$ cat src/rtl/useq_pkg.sv
package useq_pkg;

    // microword geometry; bit positions are decoded by the sequencer
    parameter int unsigned UW      = 18;
    parameter int unsigned RAW     = 3;
    parameter int unsigned MODE_B  = 17;
    parameter int unsigned COND_LO = 15;
    parameter int unsigned CVAL_B  = 14;
    parameter int unsigned RA_LO   = 14;
    parameter int unsigned RB_LO   = 11;
    parameter int unsigned WC_LO   = 8;
    parameter int unsigned OP_LO   = 6;
    parameter int unsigned LDRF_B  = 5;
    parameter int unsigned LDOUT_B = 4;
    parameter int unsigned LDIN_B  = 3;
    parameter int unsigned SEL_B   = 2;
    parameter int unsigned DONE_B  = 1;

    typedef enum logic [1:0] {
        ALU_ADD = 2'b00,
        ALU_SUB = 2'b01,
        ALU_XOR = 2'b10,
        ALU_INC = 2'b11
    } alu_op_e;

    typedef enum logic [1:0] {
        CND_START = 2'b00,
        CND_ZERO  = 2'b01,
        CND_NEG   = 2'b10,
        CND_CARRY = 2'b11
    } cond_e;

    typedef struct packed {
        logic [RAW-1:0] ra;
        logic [RAW-1:0] rb;
        logic [RAW-1:0] wc;
        alu_op_e        op;
        logic           ld_rf;
        logic           ld_out;
        logic           ld_in;
        logic           sel_in;
        logic           done;
    } uop_s;

endpackage

$ cat src/rtl/useq_alu.sv
module useq_alu
    import useq_pkg::*;
#(
    parameter int unsigned DW = 8
) (
    input  logic [DW-1:0] a,
    input  logic [DW-1:0] b,
    input  alu_op_e       op,
    output logic [DW-1:0] res,
    output logic          zero,
    output logic          neg,
    output logic          cy
);

    logic [DW:0] wide;

    always_comb begin
        case (op)
            ALU_ADD: wide = {1'b0, a} + {1'b0, b};
            ALU_SUB: wide = {1'b0, a} - {1'b0, b};
            ALU_XOR: wide = {1'b0, a ^ b};
            default: wide = {1'b0, a} + (DW+1)'(1);
        endcase
        res  = wide[DW-1:0];
        cy   = wide[DW];
        zero = (wide[DW-1:0] == '0);
        neg  = wide[DW-1];
    end

endmodule

$ cat src/rtl/useq_regfile.sv
module useq_regfile #(
    parameter int unsigned DW = 8,
    parameter int unsigned AW = 3
) (
    input  logic          clk,
    input  logic          rst,
    input  logic          we,
    input  logic [AW-1:0] waddr,
    input  logic [DW-1:0] wdata,
    input  logic [AW-1:0] raddr_a,
    input  logic [AW-1:0] raddr_b,
    output logic [DW-1:0] rdata_a,
    output logic [DW-1:0] rdata_b
);

    localparam int unsigned NW = 1 << AW;

    logic [NW-1:0][DW-1:0] rf_d;
    logic [NW-1:0][DW-1:0] rf_q;

    for (genvar g = 0; g < NW; g++) begin : g_word
        assign rf_d[g] = (we && waddr == AW'(g)) ? wdata : rf_q[g];
    end

    always_ff @(posedge clk) begin
        if (rst) begin
            rf_q <= '0;
        end else begin
            rf_q <= rf_d;
        end
    end

    assign rdata_a = rf_q[raddr_a];
    assign rdata_b = rf_q[raddr_b];

endmodule

$ cat src/rtl/useq_seq.sv
module useq_seq
    import useq_pkg::*;
#(
    parameter int unsigned CSA = 4
) (
    input  logic           clk,
    input  logic           rst,
    input  logic           start,
    input  logic           cs_we,
    input  logic [CSA-1:0] cs_addr,
    input  logic [UW-1:0]  cs_wdata,
    input  logic           f_zero,
    input  logic           f_neg,
    input  logic           f_cy,
    output uop_s           uop,
    output logic           mode,
    output logic [CSA-1:0] uaddr
);

    localparam int unsigned CSD = 1 << CSA;

    typedef struct packed {
        logic [CSA-1:0] uaddr;
    } seq_s;

    seq_s                  st_d, st_q;
    logic [CSD-1:0][UW-1:0] cs_d;
    logic [CSD-1:0][UW-1:0] cs_q;
    logic [UW-1:0]         word;
    logic                  flag;
    logic                  hit;
    logic                  rsvd_unused;

    for (genvar g = 0; g < CSD; g++) begin : g_store
        assign cs_d[g] = (cs_we && !start && cs_addr == CSA'(g)) ? cs_wdata : cs_q[g];
    end

    always_comb begin
        word = cs_q[st_q.uaddr];
        mode = word[MODE_B];
        case (cond_e'(word[COND_LO +: 2]))
            CND_START: flag = start;
            CND_ZERO:  flag = f_zero;
            CND_NEG:   flag = f_neg;
            default:   flag = f_cy;
        endcase
        hit = mode && (flag == word[CVAL_B]);

        st_d = st_q;
        st_d.uaddr = hit ? word[CSA-1:0] : st_q.uaddr + CSA'(1);

        uop.ra     = word[RA_LO +: RAW];
        uop.rb     = word[RB_LO +: RAW];
        uop.wc     = word[WC_LO +: RAW];
        uop.op     = alu_op_e'(word[OP_LO +: 2]);
        uop.ld_rf  = word[LDRF_B]  && !mode;
        uop.ld_out = word[LDOUT_B] && !mode;
        uop.ld_in  = word[LDIN_B]  && !mode;
        uop.sel_in = word[SEL_B];
        uop.done   = word[DONE_B]  && !mode;
    end

    assign rsvd_unused = word[0];
    assign uaddr = st_q.uaddr;

    always_ff @(posedge clk) begin
        if (rst) begin
            st_q <= '0;
        end else begin
            st_q <= st_d;
        end
    end

    always_ff @(posedge clk) begin
        cs_q <= cs_d;
    end

endmodule

$ cat src/rtl/useq_core.sv
module useq_core
    import useq_pkg::*;
#(
    parameter int unsigned DW  = 8,
    parameter int unsigned CSA = 4
) (
    input  logic           clk,
    input  logic           rst,
    input  logic           start,
    input  logic [DW-1:0]  din,
    output logic [DW-1:0]  dout,
    output logic           done,
    input  logic           cs_we,
    input  logic [CSA-1:0] cs_addr,
    input  logic [UW-1:0]  cs_wdata
);

    typedef struct packed {
        logic [DW-1:0] rin;
        logic [DW-1:0] dout;
    } dp_s;

    dp_s            dp_d, dp_q;
    uop_s           uop;
    logic           mode;
    logic [CSA-1:0] uaddr;
    logic [DW-1:0]  rd_a, rd_b;
    logic [DW-1:0]  alu_res;
    logic [DW-1:0]  wr_data;
    logic           f_zero, f_neg, f_cy;

    useq_seq #(.CSA(CSA)) u_seq (
        .clk      (clk),
        .rst      (rst),
        .start    (start),
        .cs_we    (cs_we),
        .cs_addr  (cs_addr),
        .cs_wdata (cs_wdata),
        .f_zero   (f_zero),
        .f_neg    (f_neg),
        .f_cy     (f_cy),
        .uop      (uop),
        .mode     (mode),
        .uaddr    (uaddr)
    );

    useq_regfile #(.DW(DW), .AW(RAW)) u_rf (
        .clk     (clk),
        .rst     (rst),
        .we      (uop.ld_rf),
        .waddr   (uop.wc),
        .wdata   (wr_data),
        .raddr_a (uop.ra),
        .raddr_b (uop.rb),
        .rdata_a (rd_a),
        .rdata_b (rd_b)
    );

    useq_alu #(.DW(DW)) u_alu (
        .a    (rd_a),
        .b    (rd_b),
        .op   (uop.op),
        .res  (alu_res),
        .zero (f_zero),
        .neg  (f_neg),
        .cy   (f_cy)
    );

    assign wr_data = uop.sel_in ? dp_q.rin : alu_res;

    always_comb begin
        dp_d = dp_q;
        if (uop.ld_in) begin
            dp_d.rin = din;
        end
        if (uop.ld_out) begin
            dp_d.dout = alu_res;
        end
    end

    always_ff @(posedge clk) begin
        if (rst) begin
            dp_q <= '0;
        end else begin
            dp_q <= dp_d;
        end
    end

    assign dout = dp_q.dout;
    assign done = uop.done;

endmodule

$ cat config.mk
export PLATFORM = sky130hd
export DESIGN_NAME = useq_core
export DESIGN_NICKNAME = d
export VERILOG_FILES = /design/src/rtl/useq_pkg.sv /design/src/rtl/useq_alu.sv /design/src/rtl/useq_regfile.sv /design/src/rtl/useq_seq.sv /design/src/rtl/useq_core.sv
export SDC_FILE = /design/constraint.sdc
export NUM_CORES = 1
export LEC_CHECK = 0
export BUFFER_PORTS_ARGS = -buffer_cell sky130_fd_sc_hd__buf_2
export CAP_MARGIN = 20
export CORE_AREA = 5 5 194 158
export CTS_BUF_LIST = sky130_fd_sc_hd__clkbuf_2 sky130_fd_sc_hd__clkbuf_4 sky130_fd_sc_hd__clkbuf_8
export CTS_CLUSTER_DIAMETER = 50
export DETAILED_ROUTE_END_ITERATION = 7
export DIE_AREA = 0 0 199 163
export PLACE_DENSITY = 0.79
export SETUP_SLACK_MARGIN = 0.3
export SKIP_LAST_GASP = 1
export SYNTH_ARGS = -nofsm -noshare
export SYNTH_HDL_FRONTEND = slang
export SYNTH_SLANG_ARGS = --single-unit
$ cat constraint.sdc
create_clock -name clk -period 7.4 [get_ports clk]
set_input_delay 0 -clock clk [delete_from_list [all_inputs] [get_ports clk]]
set_output_delay 0 -clock clk [all_outputs]
set_load 0.01 [all_outputs]
# Yosys cells after proc, flatten, opt, wreduce, memory -nomap -nowiden
# Cells that the tools add are included.
# totals
register_bits,372
wordCells,109
in_bits,34
out_inout_bits,9
# classes
addsub,4
bitwise,1
magnitude_cmp,3
n_mux,10
n_eq_ne,27
reduce_logical,37
# op_table
cell,n
binary-select mux 18 bit (select 4 bit),1
binary-select mux 8 bit (select 3 bit),2
"== test 4 bit, second input constant",8
logical AND 1 bit,30
case mux 9 bit (3 select lines),1
two-way mux 8 bit,3
two-way mux 18 bit,1
"== test 4 x 3 -> 1 bit, second input constant",4
"== test 3 bit, second input constant",4
"adder 8 x 1 -> 9 bit, second input constant",1
adder 8 x 8 -> 9 bit,1
subtractor 8 x 8 -> 9 bit,1
"== test 4 x 2 -> 1 bit, second input constant",2
logical NOT 8 bit,1
"< comparator 3 x 4 -> 1 bit, second input constant",2
bitwise XOR 8 bit,1
"== test 3 x 2 -> 1 bit, second input constant",2
"< comparator 4 x 5 -> 1 bit, second input constant",1
"adder 4 x 1 -> 4 bit, second input constant",1
"== test 2 x 1 -> 1 bit, second input constant",2
"== test 2 bit, second input constant",2
"== test 4 x 1 -> 1 bit, second input constant",1
logical NOT 2 bit,2
logical NOT 4 bit,1
6 further kinds,7

# Logic depth before layout (Yosys ltp)
# logic_depth
ltp_word,11
ltp_mapped,28
ltp_nobuf,24

# Hierarchy
# From an unflattened synthesis, not the netlist that was laid out.
# unflattened
hier_cells,968
area_unflattened_um2,16213.0
# by_module_without_submodules
mod,n_inst,seq_area_each_um2,area_each_um2,cells_per_inst
useq_seq,1,8728.4,11225.8,458
useq_regfile,1,1281.2,3442.1,330
useq_alu,1,0.0,774.5,111
useq_core,1,320.3,770.7,69

# Worst setup path before layout
# OpenSTA, ideal clock, no wires.
# synth_timing
path_kind,register to register
start,"reg u_seq.st_q, in the netlist u_seq.uaddr[2]"
end,"reg u_seq.st_q, in the netlist u_seq.uaddr[0]"
required_time_ns,7.330
setup_ns,0.070
path_stages_with_launch,27
synth_period_minus_slack_ns,5.404
setup_slack_ns,1.996
arrival_time_ns,5.334
path_buffers,3
cell_sequence,dfxtp_1 > buf_6 > mux4_2 > a22oi_2 > nand2_2 > buf_6 > buf_2 > mux2i_1 > o22ai_1 > or2_1 > inv_1 > ha_1 > nor2b_1 > a211oi_1 > ha_1 > nor2b_1 > o21ai_0 > a21oi_1 > o21ai_0 > a21oi_1 > nor3_1 > o31ai_1 > a41o_1 > a211o_1 > a22o_1 > or3_1 > a21oi_1
# synth_between
elab_chain_cells,11
word_cells_on_any_way,22
classes_between,3 x add/sub; 5 x eq/ne; 9 x mux; 1 x bitwise; 4 x reduce/logical
# synth_lines
element,line_no,rtl
start: declaration,useq_seq.sv:26,"seq_s st_d, st_q;"
start signal: assignment,useq_seq.sv:70,st_q <= st_d;
binary-select mux 18 bit (select 4 bit) *,useq_seq.sv:39,word = cs_q[st_q.uaddr];
two-way mux 18 bit (implied by the code) *,useq_seq.sv:39,
"binary-select mux 8 bit (select 3 bit), on equally long branches","useq_regfile.sv:33, useq_regfile.sv:34",
"two-way mux 8 bit, on equally long branches","useq_regfile.sv:33, useq_regfile.sv:34",
adder 8 x 1 -> 9 bit (tied with other cells),useq_alu.sv:22,"default: wide = {1'b0, a} + (DW+1)'(1);"
case mux 9 bit (3 select lines),useq_alu.sv:18,case (op)
logical NOT 8 bit,useq_alu.sv:26,zero = (wide[DW-1:0] == '0);
case mux 1 bit (3 select lines),useq_seq.sv:41,case (cond_e'(word[COND_LO +: 2]))
== test 1 bit,useq_seq.sv:47,hit = mode && (flag == word[CVAL_B]);
logical AND 1 bit,useq_seq.sv:47,
two-way mux 4 bit *,useq_seq.sv:50,st_d.uaddr = hit ? word[CSA-1:0] : st_q.uaddr + CSA'(1);
# Mark *: on every way between the ends. The rest lies on a longest branch, timed or not. The select of a mux whose other input is x is not followed.
# A chain may end at the register's enable or synchronous reset.

# Final worst setup path
# layout_timing
start,"reg u_seq.st_q, in the netlist u_seq.uaddr[2]"
end,"reg u_seq.st_q, in the netlist u_seq.uaddr[2]"
# layout_between
elab_chain_cells,11
word_cells_on_any_way,23
classes_between,4 x add/sub; 5 x eq/ne; 9 x mux; 1 x bitwise; 4 x reduce/logical
# layout_lines
element,line_no
binary-select mux 18 bit (select 4 bit),useq_seq.sv:39
two-way mux 18 bit (implied by the code),useq_seq.sv:39
"binary-select mux 8 bit (select 3 bit), on equally long branches","useq_regfile.sv:33, useq_regfile.sv:34"
"two-way mux 8 bit, on equally long branches","useq_regfile.sv:33, useq_regfile.sv:34"
adder 8 x 1 -> 9 bit (tied with other cells),useq_alu.sv:22
case mux 9 bit (3 select lines),useq_alu.sv:18
logical NOT 8 bit,useq_alu.sv:26
case mux 1 bit (3 select lines),useq_seq.sv:41
== test 1 bit,useq_seq.sv:47
logical AND 1 bit,useq_seq.sv:47
two-way mux 4 bit *,useq_seq.sv:50
# Marked as above.

==> reports/summary.md <==
The overflow left after global routing is 0. The cell count after synthesis came out at 1034. For the leakage power figure, the log shows 0.00621 uW.

The number of clock buffers added by TritonCTS is 55. During synthesis, Yosys emitted a total of 0 warnings. The height of the die was 163 um; the count of final max-slew check failures was 0. In this design, the critical path's most frequently occurring cell is sky130_fd_sc_hd__a211oi_1. Post-CTS clock slew at the launch and capture registers of the worst setup and hold paths: 0.06 ns. The async set-or-reset flop fraction in the synthesized netlist came out at 0. The first global-routing pass estimated 57.7 mm of wire. Initial antenna violation count: 1.

The critical path is of the flip-flop to flip-flop type. No sink is reached through more buffers than the 3 on the longest clock path. Setup repair after global routing left no endpoint under its margin. The min-delay analysis places its worst path in the category input port to flip-flop. The worst hold path begins at cs_addr[3].

In this run the horizontal extent of the chip is 199 um. For hold timing, the worst endpoint is u_seq.cs_q[60]. The clock period could shrink to 6.39 ns. The number of cells on the worst hold path works out to 3.

The slack of the worst reg-to-reg path was 1.01 ns. The logs give 0 for the number of antenna-violating nets in the routed design and 0 for the final number of setup-violating endpoints. The total power per unit cell area came out at 401 nW/um^2.

The upper clock frequency limit was 156 MHz; the core area was 28700 um^2. STA puts the critical path data arrival time at 6.87 ns. The synthesized cell area is 16300 um^2, and the fraction of layout cells with a size suffix above 1 is 0.253. Synthesis produced a netlist with a net count of 1079. The highest-delay cell along the critical path was sky130_fd_sc_hd__mux4_1.

The endpoint type of the worst setup path is a flip-flop. Detail-routed via count per cell: 6.17. The via count of the first global-routing pass was 9655; the HPWL after detailed placement was 23.5 mm. The worst-path maximum fanout works out to 22. The critical path goes through mux4_1, a22oi_2, nand2_2, nand2_1, o22ai_1, or2_1, inv_1, ha_1, nor2b_1, a211oi_1, ha_1, nor2b_1, o21ai_0, a21oi_1, o21ai_0, a21oi_1, o21a_1, nor3_1, a221oi_1, and4b_1, a211oi_1, nor2_1, a211oi_1. Max-cap violations in this run came to 0. In this design, the stage delay of the slowest critical-path cell is 0.63 ns. The sum of negative setup slack was 0 ns. For the placement-stage cell area, the log shows 16900 um^2. The finished layout cell area came out at 18300 um^2. For this block, the initial DRC count from the detailed router was 934. Each instance of the synthesized netlist takes up on average 15.8 um^2. The net total in the final layout came out at 1175. The headroom to the max-slew limit was 0.211; the growth of design area from synthesis to finish was 12.3%. The synthesis-stage register bit count is 372, and the layout filler cell count is 2012.

The cell count of the worst reg-to-reg path was 23. The total of buffers placed on input and output ports is 42. The diode insertion count for antenna repair is 0. The ratio of final minimum period to clock period works out to 0.864. Dividing the detail-routed wire length by the instance count gives 24.3 um. The detailed-route via count was 9571; the count of TritonRoute iterations in the first routing pass was 5. The H-tree was split into 2 levels. Launch point of the worst reg-to-reg path: u_seq.uaddr[2]. Total global-route track usage: 0.236. For the largest net degree at the start of global routing, the log shows 85. In the routed design, unresolved DRC markers number 0. The tools report the final worst clock skew as 0.0410 ns. The flow ran to the end, and the final reports show no timing, DRC or antenna violations. Data on the critical path is required at its endpoint by 7.88 ns. TritonCTS built the clock tree. CTS placed an instance of sky130_fd_sc_hd__clkbuf_8 at the clock tree root. The number of top-level pins was 43.

For the later-pin clock latency in the skew report, the log shows 0.60 ns. The floorplan step defined a die boundary enclosing 32400 um^2. Among all flip-flop cells after synthesis, the most frequent one is sky130_fd_sc_hd__edfxtp_1. The maximum vdd ir drop came out at 0.398 mV. The fraction of the yosys area taken by sequential cells was 0.633. At the end of routability-driven placement, the weighted congestion stood at 0.896. For this block, the routed nets add up to 37.8 mm of wire. The worst setup path is launched from a flip-flop.

The starting density of the core was 0.568; the final hold violation count was 0. The number of different library cells used by synthesis comes to 70. In this run the post-CTS setup repair buffer count came out at 0. The library cell used most frequently in the layout, excluding fill and tap cells, is sky130_fd_sc_hd__edfxtp_1.

In this run, synthesis inferred 288 flip-flops with an integrated enable. The number of rows created at floorplan came out at 56. The transition at the pin with the smallest max-transition slack works out to 1.18 ns.

In the layout the commonest cells are sky130_fd_sc_hd__edfxtp_1 (288), sky130_fd_sc_hd__mux2i_1 (142), sky130_fd_sc_hd__nor2_1 (103). The endpoint identified for the worst register-to-register timing path is u_seq.uaddr[2]. The clock drives 372 sinks.
logic make-up after synthesis:
kind of cell    share of synthesized area
xor+xnor                          0.00966
fa+ha+maj                         0.00890
buf+inv                            0.0245
compound gates                     0.0354
mux                                 0.226
flops                               0.633
simple gates                       0.0628
worst max path at each step:
stage / to / slack (ns) / from
floorplan: u_seq.uaddr[0] / 2.00 / u_seq.uaddr[2]
global placement: u_seq.uaddr[2] / 1.08 / u_seq.uaddr[2]
detailed placement: u_seq.uaddr[3] / 0.87 / u_seq.uaddr[2]
CTS: u_seq.uaddr[3] / 0.85 / u_seq.uaddr[2]
global route: u_seq.uaddr[1] / 0.52 / u_seq.uaddr[2]
finish: u_seq.uaddr[2] / 1.01 / u_seq.uaddr[2]
cells in the mapped netlist, types with 8 or more instances:
cell type | number | area share
sky130_fd_sc_hd__mux2_2 | 22 | 0.015
sky130_fd_sc_hd__ha_1 | 10 | 0.0077
sky130_fd_sc_hd__a21oi_1 | 13 | 0.0040
sky130_fd_sc_hd__nand2_1 | 37 | 0.0085
sky130_fd_sc_hd__nor2b_1 | 12 | 0.0046
sky130_fd_sc_hd__xor2_1 | 11 | 0.0059
sky130_fd_sc_hd__o22ai_1 | 8 | 0.0031
sky130_fd_sc_hd__nor3_1 | 8 | 0.0025
sky130_fd_sc_hd__dfxtp_1 | 84 | 0.10
sky130_fd_sc_hd__o21ai_0 | 11 | 0.0034
sky130_fd_sc_hd__mux4_2 | 82 | 0.11
sky130_fd_sc_hd__mux2i_1 | 143 | 0.088
sky130_fd_sc_hd__nor2_1 | 115 | 0.026
sky130_fd_sc_hd__buf_2 | 11 | 0.0034
sky130_fd_sc_hd__buf_4 | 13 | 0.0060
sky130_fd_sc_hd__edfxtp_1 | 288 | 0.53
sky130_fd_sc_hd__clkbuf_1 | 24 | 0.0055
sky130_fd_sc_hd__inv_1 | 15 | 0.0035
power breakdown:
group	internal (uW)	switching (uW)	total [uW]	leakage [uW]
clock network	827	745	1570	0.000562
logic	1350	1930	3290	0.00237
registers	2350	139	2490	0.00328
metrics by stage:
stage	instances	worst slack (ns)	utilization	total power [uW]	hold slack [ns]
after floorplan	1034	2.00	-	4950	0.0989
after global placement	1419	1.08	0.590	5690	0.232
after detailed placement	1419	0.874	0.590	5740	0.261
after CTS	1550	0.851	0.637	7330	0.00301
after global routing	1552	0.521	0.637	7770	0.0489
final	1552	1.01	0.637	7340	0.0356
cell type report:
class	count	area [um^2]	share of cell area
tap	377	472	0.0258
clock buffer	80	951	0.0519
clock inverter	22	109	0.00594
inverter	16	65.1	0.00355
sequential	372	10300	0.565
timing repair buffer	99	714	0.0390
multi-input combinational	586	5660	0.309
per-layer routing:
metal | vias up | GRT usage | wire (um)
met1 | 4800 | 0.355 | 15800
met4 | 2 | 0.0572 | 639
li1 | 4215 | - | -
met2 | 490 | 0.359 | 17300
met3 | 64 | 0.0523 | 3980
met5 | - | 0 | 11
registers in the layout, indices dropped and copies added (netlist names):
name         flops
dout             8
dp_q             8
u_rf.rf_q       64
u_seq.cs_q     288
u_seq.uaddr      4
worst max-delay path: cells and delay by family, from the launching register on:
family / cells / cell delay, ns
compound gates: 11 / 2.41
fa+ha+maj: 2 / 0.53
flops: 1 / 0.60
mux: 1 / 0.63
simple gates: 8 / 1.99
buf+inv: 1 / 0.11
repair_timing:
action | 4_1_cts | 5_1_grt
setup endpoints to repair | 0 | 3
resized for setup | 0 | 1
hold endpoints to repair | 305 | 0
hold buffers | 29 | 0
No activity file was read; power rests on OpenSTA's default activity.
